--- src/rtl/octal_tx_pkg.sv ---
package octal_tx_pkg;
    typedef enum logic [1:0] {
        PG_BUF  = 2'd0,
        PG_CTRL = 2'd1,
        PG_ADDR = 2'd2,
        PG_CNT  = 2'd3
    } page_e;

    localparam int CB_TXEN  = 0;
    localparam int CB_AUTO  = 1;
    localparam int CB_RXEN  = 2;
    localparam int CB_BRK   = 3;
    localparam int CB_FLUSH = 4;
    localparam int CB_MIE   = 5;
    localparam int CTRL_W   = 6;
    localparam int MOUT_W   = 5;
    localparam int MIN_W    = 6;
endpackage

--- src/rtl/otx_fifo_bank.sv ---
module otx_fifo_bank #(
    parameter int LINES = 8,
    parameter int DEPTH = 32,
    localparam int AW = $clog2(DEPTH),
    localparam int CW = $clog2(DEPTH + 1)
) (
    input  logic                       clk,
    input  logic                       rst_n,
    input  logic [LINES-1:0]           push,
    input  logic [7:0]                 push_data,
    input  logic [LINES-1:0]           pop,
    input  logic [LINES-1:0]           clear,
    output logic [LINES-1:0][CW-1:0]   cnt,
    output logic [LINES-1:0][7:0]      head
);
    for (genvar g = 0; g < LINES; g++) begin : g_line
        typedef struct packed {
            logic [AW-1:0] wp;
            logic [AW-1:0] rp;
            logic [CW-1:0] cnt;
        } ptr_t;

        ptr_t       s_d, s_q;
        logic [7:0] mem [DEPTH];
        logic       do_push, do_pop;

        assign do_push = push[g] && (s_q.cnt != CW'(DEPTH)) && !clear[g];
        assign do_pop  = pop[g] && (s_q.cnt != '0) && !clear[g];

        always_comb begin
            s_d = s_q;
            if (clear[g]) begin
                s_d = '0;
            end else begin
                if (do_push) s_d.wp = (s_q.wp == AW'(DEPTH - 1)) ? '0 : s_q.wp + 1'b1;
                if (do_pop)  s_d.rp = (s_q.rp == AW'(DEPTH - 1)) ? '0 : s_q.rp + 1'b1;
                s_d.cnt = s_q.cnt + CW'(do_push) - CW'(do_pop);
            end
        end

        always_ff @(posedge clk or negedge rst_n) begin
            if (!rst_n) s_q <= '0;
            else        s_q <= s_d;
        end

        always_ff @(posedge clk) begin
            if (do_push) mem[s_q.wp] <= push_data;
        end

        assign cnt[g]  = s_q.cnt;
        assign head[g] = mem[s_q.rp];


        no_overflow_chk: assert property (@(posedge clk) disable iff (!rst_n)
            s_q.cnt <= CW'(DEPTH));
    end
endmodule

--- src/rtl/otx_rr_arb.sv ---
module otx_rr_arb #(
    parameter int LINES = 8,
    localparam int LW = $clog2(LINES)
) (
    input  logic             clk,
    input  logic             rst_n,
    input  logic             clr,
    input  logic [LINES-1:0] req,
    input  logic             adv,
    output logic             gnt_vld,
    output logic [LW-1:0]    gnt_idx
);
    logic [LW-1:0] last_d, last_q;

    always_comb begin
        gnt_vld = 1'b0;
        gnt_idx = '0;
        for (int k = 1; k <= LINES; k++) begin
            logic [LW-1:0] idx;
            idx = LW'((int'(last_q) + k) % LINES);
            if (!gnt_vld && req[idx]) begin
                gnt_vld = 1'b1;
                gnt_idx = idx;
            end
        end
        last_d = last_q;
        if (clr)                last_d = '0;
        else if (adv && gnt_vld) last_d = gnt_idx;
    end

    always_ff @(posedge clk or negedge rst_n) begin
        if (!rst_n) last_q <= '0;
        else        last_q <= last_d;
    end


    grant_has_req_chk: assert property (@(posedge clk) disable iff (!rst_n)
        gnt_vld |-> req[gnt_idx]);
endmodule

--- src/rtl/otx_done_q.sv ---
module otx_done_q #(
    parameter int LINES = 8,
    localparam int LW = $clog2(LINES),
    localparam int NW = $clog2(LINES + 1)
) (
    input  logic          clk,
    input  logic          rst_n,
    input  logic          clr,
    input  logic          push_a,
    input  logic [LW-1:0] line_a,
    input  logic          push_b,
    input  logic [LW-1:0] line_b,
    input  logic          pop,
    output logic          not_empty,
    output logic [LW-1:0] head_line
);
    typedef struct packed {
        logic [LINES-1:0][LW-1:0] ent;
        logic [LW-1:0]            wp;
        logic [LW-1:0]            rp;
        logic [NW-1:0]            cnt;
        logic [LINES-1:0]         pend;
    } dq_t;

    dq_t s_d, s_q;

    function automatic logic [LW-1:0] wrap_inc(input logic [LW-1:0] p);
        return (p == LW'(LINES - 1)) ? '0 : p + 1'b1;
    endfunction

    always_comb begin
        s_d = s_q;
        if (pop && s_q.cnt != '0) begin
            s_d.pend[s_q.ent[s_q.rp]] = 1'b0;
            s_d.rp  = wrap_inc(s_q.rp);
            s_d.cnt = s_d.cnt - 1'b1;
        end
        if (push_a && !s_d.pend[line_a]) begin
            s_d.ent[s_d.wp]   = line_a;
            s_d.wp            = wrap_inc(s_d.wp);
            s_d.cnt           = s_d.cnt + 1'b1;
            s_d.pend[line_a]  = 1'b1;
        end
        if (push_b && !s_d.pend[line_b]) begin
            s_d.ent[s_d.wp]   = line_b;
            s_d.wp            = wrap_inc(s_d.wp);
            s_d.cnt           = s_d.cnt + 1'b1;
            s_d.pend[line_b]  = 1'b1;
        end
        if (clr) s_d = '0;
    end

    always_ff @(posedge clk or negedge rst_n) begin
        if (!rst_n) s_q <= '0;
        else        s_q <= s_d;
    end

    assign not_empty = (s_q.cnt != '0);
    assign head_line = not_empty ? s_q.ent[s_q.rp] : '0;


    queue_bound_chk: assert property (@(posedge clk) disable iff (!rst_n)
        s_q.cnt <= NW'(LINES));


    head_pending_chk: assert property (@(posedge clk) disable iff (!rst_n)
        (s_q.cnt != '0) |-> s_q.pend[s_q.ent[s_q.rp]]);


    count_tracks_pend_chk: assert property (@(posedge clk) disable iff (!rst_n)
        NW'($countones(s_q.pend)) == s_q.cnt);
endmodule

--- src/rtl/octal_tx_hub.sv ---
module octal_tx_hub
    import octal_tx_pkg::*;
#(
    parameter int LINES = 8,
    parameter int DEPTH = 32,
    localparam int LW = $clog2(LINES),
    localparam int CW = $clog2(DEPTH + 1)
) (
    input  logic                      clk,
    input  logic                      rst_n,
    input  logic                      bus_addr,
    input  logic                      bus_wr,
    input  logic                      bus_rd,
    input  logic [1:0]                bus_be,
    input  logic [15:0]               bus_wdata,
    output logic [15:0]               bus_rdata,
    output logic                      tx_valid,
    input  logic                      tx_ready,
    output logic [7:0]                tx_data,
    output logic [2:0]                tx_line,
    output logic                      tx_irq,
    output logic [LINES-1:0]          brk_out,
    output logic [LINES*MOUT_W-1:0]   mdm_out,
    input  logic [LINES*MIN_W-1:0]    mdm_in
);
    typedef struct packed {
        logic                            tie;
        logic [4:0]                      sel;
        logic [LINES-1:0][CTRL_W-1:0]    ctrl;
        logic [LINES-1:0][MOUT_W-1:0]    mout;
    } regs_t;

    regs_t regs_d, regs_q;

    logic                       csr_wr, win_wr, csr_rd, mrst;
    page_e                      page;
    logic [LW-1:0]              cur;
    logic [LINES-1:0]           f_push, f_pop, f_clear, req;
    logic [LINES-1:0][CW-1:0]   f_cnt;
    logic [LINES-1:0][7:0]      f_head;
    logic                       gnt_vld, adv;
    logic [LW-1:0]              gnt_idx;
    logic                       q_ne;
    logic [LW-1:0]              q_head;
    logic                       drain_done, fl_vld;
    logic [LW-1:0]              fl_line;

    assign csr_wr = bus_wr && !bus_addr;
    assign win_wr = bus_wr && bus_addr;
    assign csr_rd = bus_rd && !bus_addr;
    assign mrst   = csr_wr && bus_wdata[5];
    assign page   = page_e'(regs_q.sel[4:3]);
    assign cur    = regs_q.sel[LW-1:0];
    assign adv    = gnt_vld && tx_ready;

    always_comb begin
        fl_vld  = 1'b0;
        fl_line = '0;
        for (int i = 0; i < LINES; i++) begin
            f_push[i]  = win_wr && bus_be[0] && (page == PG_BUF) && (cur == LW'(i)) && !mrst;
            f_pop[i]   = adv && (gnt_idx == LW'(i));
            f_clear[i] = regs_q.ctrl[i][CB_FLUSH] || mrst;
            req[i]     = regs_q.ctrl[i][CB_TXEN] && !regs_q.ctrl[i][CB_FLUSH] && (f_cnt[i] != '0);
            if (regs_q.ctrl[i][CB_FLUSH] && !fl_vld) begin
                fl_vld  = 1'b1;
                fl_line = LW'(i);
            end
        end
        drain_done = adv && (f_cnt[gnt_idx] == CW'(1)) && !f_push[gnt_idx];
    end

    always_comb begin
        regs_d = regs_q;
        for (int i = 0; i < LINES; i++) begin
            if (regs_q.ctrl[i][CB_FLUSH]) regs_d.ctrl[i][CB_FLUSH] = 1'b0;
        end
        if (csr_wr) begin
            regs_d.tie = bus_wdata[14];
            regs_d.sel = bus_wdata[4:0];
        end
        if (win_wr && page == PG_CTRL) begin
            if (bus_be[0]) regs_d.ctrl[cur] = bus_wdata[CTRL_W-1:0];
            if (bus_be[1]) regs_d.mout[cur] = bus_wdata[8 +: MOUT_W];
        end
        if (mrst) regs_d = '0;
    end

    always_ff @(posedge clk or negedge rst_n) begin
        if (!rst_n) regs_q <= '0;
        else        regs_q <= regs_d;
    end

    otx_fifo_bank #(.LINES(LINES), .DEPTH(DEPTH)) u_fifos (
        .clk       (clk),
        .rst_n     (rst_n),
        .push      (f_push),
        .push_data (bus_wdata[7:0]),
        .pop       (f_pop),
        .clear     (f_clear),
        .cnt       (f_cnt),
        .head      (f_head)
    );

    otx_rr_arb #(.LINES(LINES)) u_arb (
        .clk     (clk),
        .rst_n   (rst_n),
        .clr     (mrst),
        .req     (req),
        .adv     (adv),
        .gnt_vld (gnt_vld),
        .gnt_idx (gnt_idx)
    );

    otx_done_q #(.LINES(LINES)) u_doneq (
        .clk       (clk),
        .rst_n     (rst_n),
        .clr       (mrst),
        .push_a    (drain_done),
        .line_a    (gnt_idx),
        .push_b    (fl_vld),
        .line_b    (fl_line),
        .pop       (csr_rd),
        .not_empty (q_ne),
        .head_line (q_head)
    );

    always_comb begin
        bus_rdata = '0;
        if (!bus_addr) begin
            bus_rdata[15]   = q_ne;
            bus_rdata[14]   = regs_q.tie;
            bus_rdata[10:8] = 3'(q_head);
            bus_rdata[4:0]  = regs_q.sel;
        end else begin
            unique case (page)
                PG_BUF: begin
                    bus_rdata[7:0]   = 8'(f_cnt[cur]);
                    bus_rdata[15:10] = mdm_in[int'(cur)*MIN_W +: MIN_W];
                end
                PG_CTRL: begin
                    bus_rdata[CTRL_W-1:0]  = regs_q.ctrl[cur];
                    bus_rdata[8 +: MOUT_W] = regs_q.mout[cur];
                end
                default: bus_rdata = '0;
            endcase
        end
    end

    assign tx_valid = gnt_vld;
    assign tx_data  = f_head[gnt_idx];
    assign tx_line  = 3'(gnt_idx);
    assign tx_irq   = q_ne && regs_q.tie;

    for (genvar g = 0; g < LINES; g++) begin : g_out
        assign brk_out[g]                  = regs_q.ctrl[g][CB_BRK];
        assign mdm_out[g*MOUT_W +: MOUT_W] = regs_q.mout[g];


        flush_empties_chk: assert property (@(posedge clk) disable iff (!rst_n)
            regs_q.ctrl[g][CB_FLUSH] |=> (f_cnt[g] == '0));


        paused_no_pop_chk: assert property (@(posedge clk) disable iff (!rst_n)
            (!regs_q.ctrl[g][CB_TXEN] && !f_clear[g] && !f_push[g]) |=> $stable(f_cnt[g]));
    end
endmodule

--- config.mk ---
export PLATFORM = sky130hd
export DESIGN_NAME = octal_tx_hub
export DESIGN_NICKNAME = d
export VERILOG_FILES = /design/src/rtl/octal_tx_pkg.sv /design/src/rtl/otx_fifo_bank.sv /design/src/rtl/otx_rr_arb.sv /design/src/rtl/otx_done_q.sv /design/src/rtl/octal_tx_hub.sv
export SDC_FILE = /design/constraint.sdc
export NUM_CORES = 2
export LEC_CHECK = 0
export BUFFER_PORTS_ARGS = -buffer_cell sky130_fd_sc_hd__buf_4
export CORE_MARGIN = 5
export CORE_UTILIZATION = 60
export CTS_CLUSTER_DIAMETER = 80
export DETAILED_ROUTE_END_ITERATION = 12
export PLACE_DENSITY = 0.76
export RECOVER_POWER = 25
export SYNTH_ARGS = -nofsm -noshare
export SYNTH_HDL_FRONTEND = slang
export SYNTH_SLANG_ARGS = --single-unit
--- constraint.sdc ---
create_clock -name clk -period 6.3 [get_ports clk]
set_clock_uncertainty 0.1 [all_clocks]
set_input_delay 1.26 -clock clk [delete_from_list [all_inputs] [get_ports clk]]
set_output_delay 1.26 -clock clk [all_outputs]
set_load 0.01 [all_outputs]
==> impl_metrics.toml <==
[status]
outcome = "complete, but fails checks"
violations = "capacitance limit, slew limit"

[floorplan]
boundaryPins = 149
core_um2 = 162000
start_util = 0.602
die-area_um2 = 171000
die_x_um = 413
fp.dieH_um = 413
row_count = 148

[pwr]
max-vdd-ir-drop_v = 0.000379
power.leakage_nw = 35.5
power_mw = 38.2
powerDensity_nw_per_um2 = 350

[timing]
drv_slew = 1144
finalCritPeriodShare = 0.990
period_minus_slack_ps = 6240
setup_ws_ps = 63.9
hold_slack_ps = 399
hold_viol_final = 0
setup_viol = 0
max_freq_ghz = 0.160
worst_slew_pin_slew_ps = 5430
relSlewSlack = -2.62
setup_tns_ps = 0

[yosys]
netlist_instances = 5441
yosysWarnings = 0
ys_top_cells_by_area = "edfxtp_1 (63%), mux4_2 (15%), dfrtp_1 (6.8%), nor2_1 (2.0%), ha_1 (1.8%)"
synth_edf_count = 2048
yosysTopAreaCell = "edfxtp_1"
syn_area_per_cell_um2 = 17.9
synth-seq-cells = 2315
post_synth_instance_area_um2 = 97600
async_reset_ff_frac = 0.115
synth_seq_area_share = 0.699
synth_ff_type = "edfxtp_1"
synth.most_common_cell = "edfxtp_1"
synth_commonest_cells = "edfxtp_1 (2048), mux4_2 (652), nor2_1 (515)"
synth_top_area_frac = 0.630
ys_types = 87

[global_routing]
grt_usage = 0.263
grt_max_degree = 189
grt_pass1_wl_um = 335000
grt_pass1_vias = 52228
grt_overflow = 0
antenna_found_initial = 1

[clock_network]
ctsRootBufferMaster = "clkbuf_16"
cts_tree = "built"
cts_max_level = 4
clockBufferDepth = 3
cts_hold_buffers = 0
clk_pin_slew_worst_paths_ps = 70
cts-buffers-inserted = 221
clkSinkCount = 2315
clock_latency_ps = 860

[critical_path]
critPathMaxFanout = 8
cp_data_required_time_ps = 4940
crit_top_cell = "buf_4"
path_class = "register to output pin"
end_kind = "output pin"
critPathLaunchType = "register"
crit_chain = "inv_1 > ha_1 > and4bb_2 > o22ai_1 > buf_4 > mux4_2 > buf_4 > nor3_4 > and2_4 > and3_2 > nor2_4 > buf_8 > buf_2 > buf_4 > o211ai_1 > o21ai_2 > a21oi_4 > buf_4"
slowest_delay_ps = 510
cp.arrival_ps = 4880
slowest_stage = "mux4_2"

[placed_design]
dp.final_hpwl_um = 137000
portBuffers = 144
gp_congestion = 0.887
place_inst = 7551
place_ws_ps = 228

[finish]
n_fill_cell = 10361
drive_gt1_frac = 0.252
syn_to_final_growth_pct = 11.9
fin_cells = 7991
nets = 5839

[route]
dr.first_iter.drc_count = 6759
vias_per_cell = 6.55
first_pass_iters = 6
drc = 0
final_antenna_net_count = 0
wire_per_inst_um = 28.0
wirelength_um = 224000
vias = 52378

[job]
maxCapViolations = 11

[min_path]
hp-class = "register to register"
==> path summary, 6_finish.rpt <==
kind                                                  to       startpoint  cells after the start  slack, ps
worst max-delay path                          tx_data[7]  u_fifos.cnt[38]                     18         60
worst min-delay path                          regs_q[93]       regs_q[93]                      2        400
worst max register to register           u_fifos.cnt[34]  u_fifos.cnt[38]                     27        560
worst min register to register                regs_q[93]       regs_q[93]                      2        400
max in group asynchronous       u_fifos.g_line[4].s_q[6]            rst_n                      1       2640
min in group asynchronous                    mdm_out[39]            rst_n                      1       1210
==> repair_timing <==
action	4_1_cts	5_1_grt
pin swaps	8	20
gates cloned	0	2
hold endpoints to repair	0	0
setup endpoints to repair	8	8
setup buffers	4	15
resized for setup	43	35
==> per-layer routing <==
metal / vias to the layer above / part of all wire / GRT usage
met5: - / 0 / 0
met4: 0 / 0.029 / 0.0720
met3: 395 / 0.088 / 0.0461
met2: 2636 / 0.49 / 0.419
met1: 27228 / 0.40 / 0.384
li1: 22119 / - / -
==> cell families after synthesis <==
| family | synth area share |
|---|---|
| xor gates and xnor gates | 0.00421 |
| muxes | 0.165 |
| and+or+nand+nor | 0.0508 |
| buffers and inverters | 0.0212 |
| DFF | 0.699 |
| AOI/OAI and AO/OA | 0.0408 |
| other | 0.0000384 |
| adders and majority gates | 0.0195 |
==> power breakdown <==
group / internal, mW / switching, mW
Sequential: 17.0 / 0.740
Combinational: 3.24 / 3.79
Clock: 7.70 / 5.73
==> placed cells by master, fill, tap and decap left out, types with 61 or more instances in the layout <==
master,netlist,final
dfrtp_1,267,249
inv_1,123,123
clkbuf_1,240,61
a22oi_1,112,111
o21ai_0,156,148
ha_1,139,139
nor2_1,515,512
mux4_2,652,652
a21oi_1,109,100
clkbuf_16,0,228
mux2i_1,90,89
buf_4,50,282
edfxtp_1,2048,2048
nand2_1,202,202
==> per-stage QoR <==
stage	instance area (µm²)	util
after floorplan	97600	-
after global placement	101000	0.624
after detailed placement	101000	0.624
after CTS	109000	0.671
after global routing	109000	0.673
final	109000	0.673
==> flip-flops by register name, indices dropped and copies added (netlist names) <==
name	flops
u_fifos.g_line.mem	2048
u_arb.last_q	3
mdm_out	40
u_doneq.s_q	42
page	2
cur	3
u_fifos.g_line.s_q	80
brk_out	8
regs_q	41
u_fifos.cnt	48
==> worst max-delay path, delay by kind of cell, from the launching register on <==
family	cells	cell delay, ps
simple gates	5	960
buf+inv	7	1060
mux	1	510
flops	1	400
compound gates	4	900
fa+ha+maj	1	180
==> layout make-up <==
class | count | area, µm² | area share
antenna | 1 | 2.50 | 0.0000229
clock buffer | 293 | 6020 | 0.0551
clock inverter | 125 | 1410 | 0.0129
inverter | 126 | 473 | 0.00433
multi-input combinational | 2640 | 27700 | 0.254
sequential | 2315 | 68200 | 0.625
tap | 2175 | 2720 | 0.0249
timing repair buffer | 316 | 2620 | 0.0240
Note: power is estimated with default switching activity, not from simulation.
